--- src/rtl/smb_alert_pkg.sv ---
package smb_alert_pkg;

    localparam logic [6:0] ARA_ADDR = 7'b0001100;

    typedef enum logic [3:0] {
        ST_IDLE,
        ST_ADDR,
        ST_ACK_ARA,
        ST_TX,
        ST_TX_ACK,
        ST_ACK_WR,
        ST_RX_CMD,
        ST_ACK_CMD,
        ST_ACK_RD,
        ST_WAIT_STOP
    } smb_state_t;

endpackage

--- src/rtl/smb_line_sync.sv ---
module smb_line_sync #(
    parameter int SYNC_STAGES = 2
) (
    input  logic clk,
    input  logic rst_n,
    input  logic scl_in,
    input  logic sda_in,
    output logic scl_s,
    output logic sda_s,
    output logic scl_rise,
    output logic scl_fall,
    output logic start_det,
    output logic stop_det
);
    logic [SYNC_STAGES-1:0] scl_pipe, sda_pipe;
    logic scl_q, sda_q;

    always_ff @(posedge clk or negedge rst_n) begin
        if (!rst_n) begin
            scl_pipe <= '1;
            sda_pipe <= '1;
            scl_q    <= 1'b1;
            sda_q    <= 1'b1;
        end else begin
            scl_pipe <= {scl_pipe[SYNC_STAGES-2:0], scl_in};
            sda_pipe <= {sda_pipe[SYNC_STAGES-2:0], sda_in};
            scl_q    <= scl_s;
            sda_q    <= sda_s;
        end
    end

    assign scl_s     = scl_pipe[SYNC_STAGES-1];
    assign sda_s     = sda_pipe[SYNC_STAGES-1];
    assign scl_rise  = scl_s & ~scl_q;
    assign scl_fall  = ~scl_s & scl_q;
    assign start_det = scl_s & scl_q & sda_q & ~sda_s;
    assign stop_det  = scl_s & scl_q & ~sda_q & sda_s;
endmodule

--- src/rtl/smb_alert_ctrl.sv ---
module smb_alert_ctrl #(
    parameter int TMO_W = 16
) (
    input  logic             clk,
    input  logic             rst_n,
    input  logic             alert_mode,
    input  logic             ev_lan_pkt,
    input  logic             ev_status_req,
    input  logic             ev_status_chg,
    input  logic             chg_notify_en,
    input  logic             svc_release,
    input  logic [TMO_W-1:0] timeout_cycles,
    output logic             pending
);
    logic             trig, tmo_hit;
    logic [TMO_W-1:0] age;

    assign trig    = alert_mode & (ev_lan_pkt | ev_status_req |
                                   (ev_status_chg & chg_notify_en));
    assign tmo_hit = pending && (timeout_cycles != '0) &&
                     (age == timeout_cycles - 1'b1);

    always_ff @(posedge clk or negedge rst_n) begin
        if (!rst_n) begin
            pending <= 1'b0;
            age     <= '0;
        end else begin
            if (trig)
                pending <= 1'b1;
            else if (svc_release || tmo_hit)
                pending <= 1'b0;

            if (!pending || tmo_hit)
                age <= '0;
            else
                age <= age + 1'b1;
        end
    end
endmodule

--- src/rtl/smb_alert_fsm.sv ---
module smb_alert_fsm
    import smb_alert_pkg::*;
(
    input  logic       clk,
    input  logic       rst_n,
    input  logic       sda_s,
    input  logic       scl_rise,
    input  logic       scl_fall,
    input  logic       start_det,
    input  logic       stop_det,
    input  logic [6:0] own_addr,
    input  logic       alerting,
    output logic       sda_pull,
    output logic       svc_release
);
    smb_state_t state, nxt_state;
    logic [3:0] bit_cnt, nxt_bit_cnt;
    logic [7:0] shreg, nxt_shreg;
    logic [7:0] tx, nxt_tx;
    logic       drive, nxt_drive;
    logic       ara_won, nxt_ara_won;

    // state register
    always_ff @(posedge clk or negedge rst_n) begin
        if (!rst_n) begin
            state   <= ST_IDLE;
            bit_cnt <= '0;
            shreg   <= '0;
            tx      <= '0;
            drive   <= 1'b0;
            ara_won <= 1'b0;
        end else begin
            state   <= nxt_state;
            bit_cnt <= nxt_bit_cnt;
            shreg   <= nxt_shreg;
            tx      <= nxt_tx;
            drive   <= nxt_drive;
            ara_won <= nxt_ara_won;
        end
    end

    // next state and outputs
    always_comb begin
        nxt_state   = state;
        nxt_bit_cnt = bit_cnt;
        nxt_shreg   = shreg;
        nxt_tx      = tx;
        nxt_drive   = drive;
        nxt_ara_won = ara_won;
        svc_release = 1'b0;
        if (stop_det || start_det) begin
            svc_release = ara_won;
            nxt_ara_won = 1'b0;
            nxt_drive   = 1'b0;
            nxt_bit_cnt = '0;
            nxt_state   = stop_det ? ST_IDLE : ST_ADDR;
        end else begin
            unique case (state)
                ST_IDLE, ST_WAIT_STOP: ;
                ST_ADDR, ST_RX_CMD: begin
                    if (scl_rise) begin
                        nxt_shreg   = {shreg[6:0], sda_s};
                        nxt_bit_cnt = bit_cnt + 4'd1;
                    end else if (scl_fall && bit_cnt == 4'd8) begin
                        nxt_bit_cnt = '0;
                        if (state == ST_RX_CMD) begin
                            nxt_state   = ST_ACK_CMD;
                            nxt_drive   = 1'b1;
                            svc_release = 1'b1;
                        end else if (shreg[7:1] == ARA_ADDR && shreg[0] && alerting) begin
                            nxt_state = ST_ACK_ARA;
                            nxt_drive = 1'b1;
                            nxt_tx    = {own_addr, 1'b1};
                        end else if (shreg[7:1] == own_addr) begin
                            nxt_state = shreg[0] ? ST_ACK_RD : ST_ACK_WR;
                            nxt_drive = 1'b1;
                        end else begin
                            nxt_state = ST_WAIT_STOP;
                        end
                    end
                end
                ST_ACK_ARA: if (scl_fall) begin
                    nxt_state = ST_TX;
                    nxt_drive = ~tx[7];
                end
                ST_TX: begin
                    if (scl_rise) begin
                        if (tx[7] && !sda_s) begin
                            nxt_state = ST_WAIT_STOP;
                            nxt_drive = 1'b0;
                        end else begin
                            nxt_tx      = {tx[6:0], 1'b0};
                            nxt_bit_cnt = bit_cnt + 4'd1;
                        end
                    end else if (scl_fall) begin
                        if (bit_cnt == 4'd8) begin
                            nxt_state = ST_TX_ACK;
                            nxt_drive = 1'b0;
                        end else begin
                            nxt_drive = ~tx[7];
                        end
                    end
                end
                ST_TX_ACK: if (scl_rise) begin
                    nxt_ara_won = 1'b1;
                    nxt_state   = ST_WAIT_STOP;
                end
                ST_ACK_WR: if (scl_fall) begin
                    nxt_state   = ST_RX_CMD;
                    nxt_drive   = 1'b0;
                    nxt_bit_cnt = '0;
                end
                ST_ACK_CMD, ST_ACK_RD: if (scl_fall) begin
                    nxt_state = ST_WAIT_STOP;
                    nxt_drive = 1'b0;
                end
                default: nxt_state = ST_IDLE;
            endcase
        end
    end

    assign sda_pull = drive;
endmodule

--- src/rtl/smb_alert_responder.sv ---
module smb_alert_responder #(
    parameter int TMO_W       = 16,
    parameter int SYNC_STAGES = 2
) (
    input  logic             clk,
    input  logic             rst_n,
    input  logic             scl_in,
    input  logic             sda_in,
    input  logic             ev_lan_pkt,
    input  logic             ev_status_req,
    input  logic             ev_status_chg,
    input  logic             chg_notify_en,
    input  logic             alert_mode,
    input  logic [6:0]       own_addr,
    input  logic [TMO_W-1:0] timeout_cycles,
    output logic             sda_pull,
    output logic             alert_pull
);
    logic scl_s, sda_s, scl_rise, scl_fall, start_det, stop_det, svc_release;

    smb_line_sync #(.SYNC_STAGES(SYNC_STAGES)) u_sync (
        .clk(clk), .rst_n(rst_n), .scl_in(scl_in), .sda_in(sda_in),
        .scl_s(scl_s), .sda_s(sda_s), .scl_rise(scl_rise), .scl_fall(scl_fall),
        .start_det(start_det), .stop_det(stop_det)
    );

    smb_alert_ctrl #(.TMO_W(TMO_W)) u_ctrl (
        .clk(clk), .rst_n(rst_n), .alert_mode(alert_mode),
        .ev_lan_pkt(ev_lan_pkt), .ev_status_req(ev_status_req),
        .ev_status_chg(ev_status_chg), .chg_notify_en(chg_notify_en),
        .svc_release(svc_release), .timeout_cycles(timeout_cycles),
        .pending(alert_pull)
    );

    smb_alert_fsm u_fsm (
        .clk(clk), .rst_n(rst_n), .sda_s(sda_s), .scl_rise(scl_rise),
        .scl_fall(scl_fall), .start_det(start_det), .stop_det(stop_det),
        .own_addr(own_addr), .alerting(alert_pull), .sda_pull(sda_pull),
        .svc_release(svc_release)
    );
endmodule

--- config.mk ---
export PLATFORM = sky130hd
export DESIGN_NAME = smb_alert_responder
export DESIGN_NICKNAME = d
export VERILOG_FILES = /design/src/rtl/smb_alert_pkg.sv /design/src/rtl/smb_line_sync.sv /design/src/rtl/smb_alert_ctrl.sv /design/src/rtl/smb_alert_fsm.sv /design/src/rtl/smb_alert_responder.sv
export SDC_FILE = /design/constraint.sdc
export NUM_CORES = 1
export LEC_CHECK = 0
export ABC_AREA = 1
export BUFFER_PORTS_ARGS = -buffer_cell sky130_fd_sc_hd__clkbuf_2
export CORE_ASPECT_RATIO = 0.7
export CORE_MARGIN = 2
export CORE_UTILIZATION = 32
export DETAILED_ROUTE_END_ITERATION = 10
export GPL_TIMING_DRIVEN = 1
export HOLD_SLACK_MARGIN = 0.02
export PLACE_DENSITY_LB_ADDON = 0.05
export SETUP_SLACK_MARGIN = 0.02
export SYNTH_ARGS = -nofsm -noshare
export SYNTH_HDL_FRONTEND = slang
export SYNTH_SLANG_ARGS = --single-unit
--- constraint.sdc ---
create_clock -name clk -period 2.5 [get_ports clk]
set_input_delay 0.375 -clock clk [delete_from_list [all_inputs] [get_ports clk]]
set_output_delay 0.375 -clock clk [all_outputs]
set_load 0.1 [all_outputs]
==> reports/qor.csv <==
metric,value,unit
drive_above_1_share,0.176,
die-area,11800,µm²
die_h,91.4,µm
ant_nets,0,
power_density,737,nW/µm²
vias,3079,
drc_errors,0,
cts_buffers,5,
ios,34,
syn-num-nets,530,
path_class,flop to flop,
yosys.area_share.adder,0.0287,
clock_power_share,0.239,
synth_top_area_cell,dfrtp_1,
worstPathRequired,2.72,ns
hpwl,6.70,mm
cts_max_path_buffers,2,
fin_skew,0.00403,ns
core_area,10500,µm²
layout_common_cells,"121 x nand2_1, 64 x nor2_1, 59 x inv_1, 43 x dfrtp_1",
critPathLaunch,u_sync.scl_pipe[1],
period_share,0.835,
p_sw_frac,0.392,
final_cells,660,
synth_compound_area_frac,0.0922,
cts_root_buf,clkbuf_16,
area_delta_synth_final,13.1,%
numPortBuffers,33,
grt_pass1_vias,2838,
leakage,1.92,nW
vias_per_cell,4.67,
ff2ff_path_depth,11,
rows,31,
grt_pass1_wl,14.3,mm
synth_seq_cells,49,
antenna_found_initial,0,
detail_route.wl_per_cell,12.8,µm
cts_resized,0,
fin_crit,2.09,ns
syn_inst,490,
h-tree-depth,2,
p_sw,1.14,mW
fin_nets,567,
hold_viol,0,
synthSimpleGateAreaFrac,0.359,
worstSetupStartpointType,flop,
totalWireLength,8.42,mm
ir_drop,0.359,mV
insertion_delay,0.29,ns
place_inst,652,
cap_violations,0,
status,"finished, final reports clean",
r2r-start,u_sync.scl_pipe[1],
ys_types,36,
async_reset_ff_frac,1.00,
synthMuxAreaShare,0,
yosys-top-cells-area,"dfrtp_1 31%, nand2_1 13%, nor2_1 6.9%",
endpoint_kind,flop,
synth_top_area_share,0.308,
slew_headroom,0.551,
max_freq,479,MHz
drtIter0Drc,214,
tritoncts,done,
grt_max_degree,27,
clkTransAtPathRegs,0.07,ns
yosys_warnings,0,
tightest_slew,0.673,ns
setup_violations,0,
rsz0062_at_grt,no,
cts.sinks,49,
yosys.area_share.xor_xnor,0.0753,
hold_path.class,input pin to async pin,
p_int,1.77,mW
syn_avg_cell_area,7.12,µm²
setup_tns,0,ns
netlist_area,3490,µm²
comb_power_share,0.357,
synth_edf_count,0,
initial_core_util,0.333,
routabilityCongestion,0.907,
mostFrequentLayoutCell,nand2_1,
die_x,129,µm
first_pass_iters,4,
drv_slew,0,
n_antenna_cell,0,
synth_ff_type,dfrtp_1,
seqPwrFrac,0.404,
cp.arrival,2.31,ns
crit_fanout,13,
grt_use_total,0.153,
synth-seq-area-share,0.354,
grt_overflow,0,
cts_setup_buffers,0,
synth_top_family_by_area,simple AND/OR/NAND/NOR gates,
postCtsHoldBufs,0,
[cells in the mapped netlist (all sizes together) (7+ instances only)]
cell,count
nand4,7
nand2,129
xor2,15
nor2,80
a21oi,12
dfrtp,43
nor3,9
nand3,38
o211ai,7
ha,8
xnor2,15
o21ai,34
inv,69
[worst max-delay path, stage by stage (launching register included)]
cell	delay, ns
dfstp_2	0.55
ha_1	0.17
nand3_1	0.12
nand2_2	0.18
inv_2	0.16
nand3_1	0.12
nand2_1	0.06
nor3_1	0.17
nand3_2	0.18
nor2_4	0.18
nand2_1	0.07
nand3_1	0.07
[power by group through the flow]
stage / Clock [mW] / Sequential, mW / Combinational (mW)
after floorplan: 0 / 1.20 / 0.773
after global placement: 0 / 1.19 / 1.04
after detailed placement: 0 / 1.19 / 1.04
after CTS: 0.727 / 1.18 / 1.04
after global routing: 0.750 / 1.20 / 1.19
final: 0.695 / 1.17 / 1.04
[per-stage QoR]
step	worst slack [ns]	util	hold slack (ns)	cell area (µm²)	power [mW]
4_1_cts	0.399	0.377	0.139	3950	2.95
3_3_place_gp	0.361	0.362	0.347	3790	2.23
5_1_grt	0.201	0.377	0.157	3950	3.14
3_5_place_dp	0.333	0.362	0.349	3790	2.23
2_1_floorplan	0.622	-	0.0794	3490	1.97
6_report	0.412	0.377	0.111	3950	2.91
[logic make-up after synthesis]
logic type / after synthesis
DFF: 49
adders and majority gates: 8
and+or+nand+nor: 273
xor gates and xnor gates: 30
buffers and inverters: 75
AOI/OAI and AO/OA: 55
[routing by layer]
layer / track usage / routed length, µm / vias up
met2: 0.199 / 3120 / 64
met4: 0.0272 / 37 / 0
met1: 0.249 / 4730 / 1387
met3: 0.0359 / 524 / 2
li1: - / - / 1626
met5: 0 / 0 / -
[layout make-up]
class	count	area, µm²
Clock buffer	6	139
Clock inverter	2	13.8
Fill cell	1132	6530
Inverter	70	263
Multi-Input combinational cell	366	1940
Sequential cell	49	1230
Tap cell	132	165
Timing Repair Buffer	35	193
[sequential cells by signal, indices dropped and copies added (netlist names)]
signal / cells
u_sync.sda_q: 1
u_fsm.sda_pull: 1
u_ctrl.age: 16
u_fsm.ara_won: 1
u_fsm.shreg: 8
u_fsm.bit_cnt: 4
u_fsm.tx: 8
u_sync.scl_pipe: 2
u_fsm.state: 4
u_ctrl.pending: 1
u_sync.scl_q: 1
u_sync.sda_pipe: 2
[path summary, 6_finish.rpt]
path	endpoint	slack (ns)
worst max-delay path	u_fsm.state[0]	0.41
worst min-delay path	u_ctrl.age[12]	0.11
worst max register to register	u_fsm.state[0]	0.41
worst min register to register	u_sync.sda_pipe[1]	0.36
max in group asynchronous	u_sync.sda_q	1.73
min in group clk	u_sync.sda_pipe[0]	0.16
No activity file was read; power rests on OpenSTA's default activity.
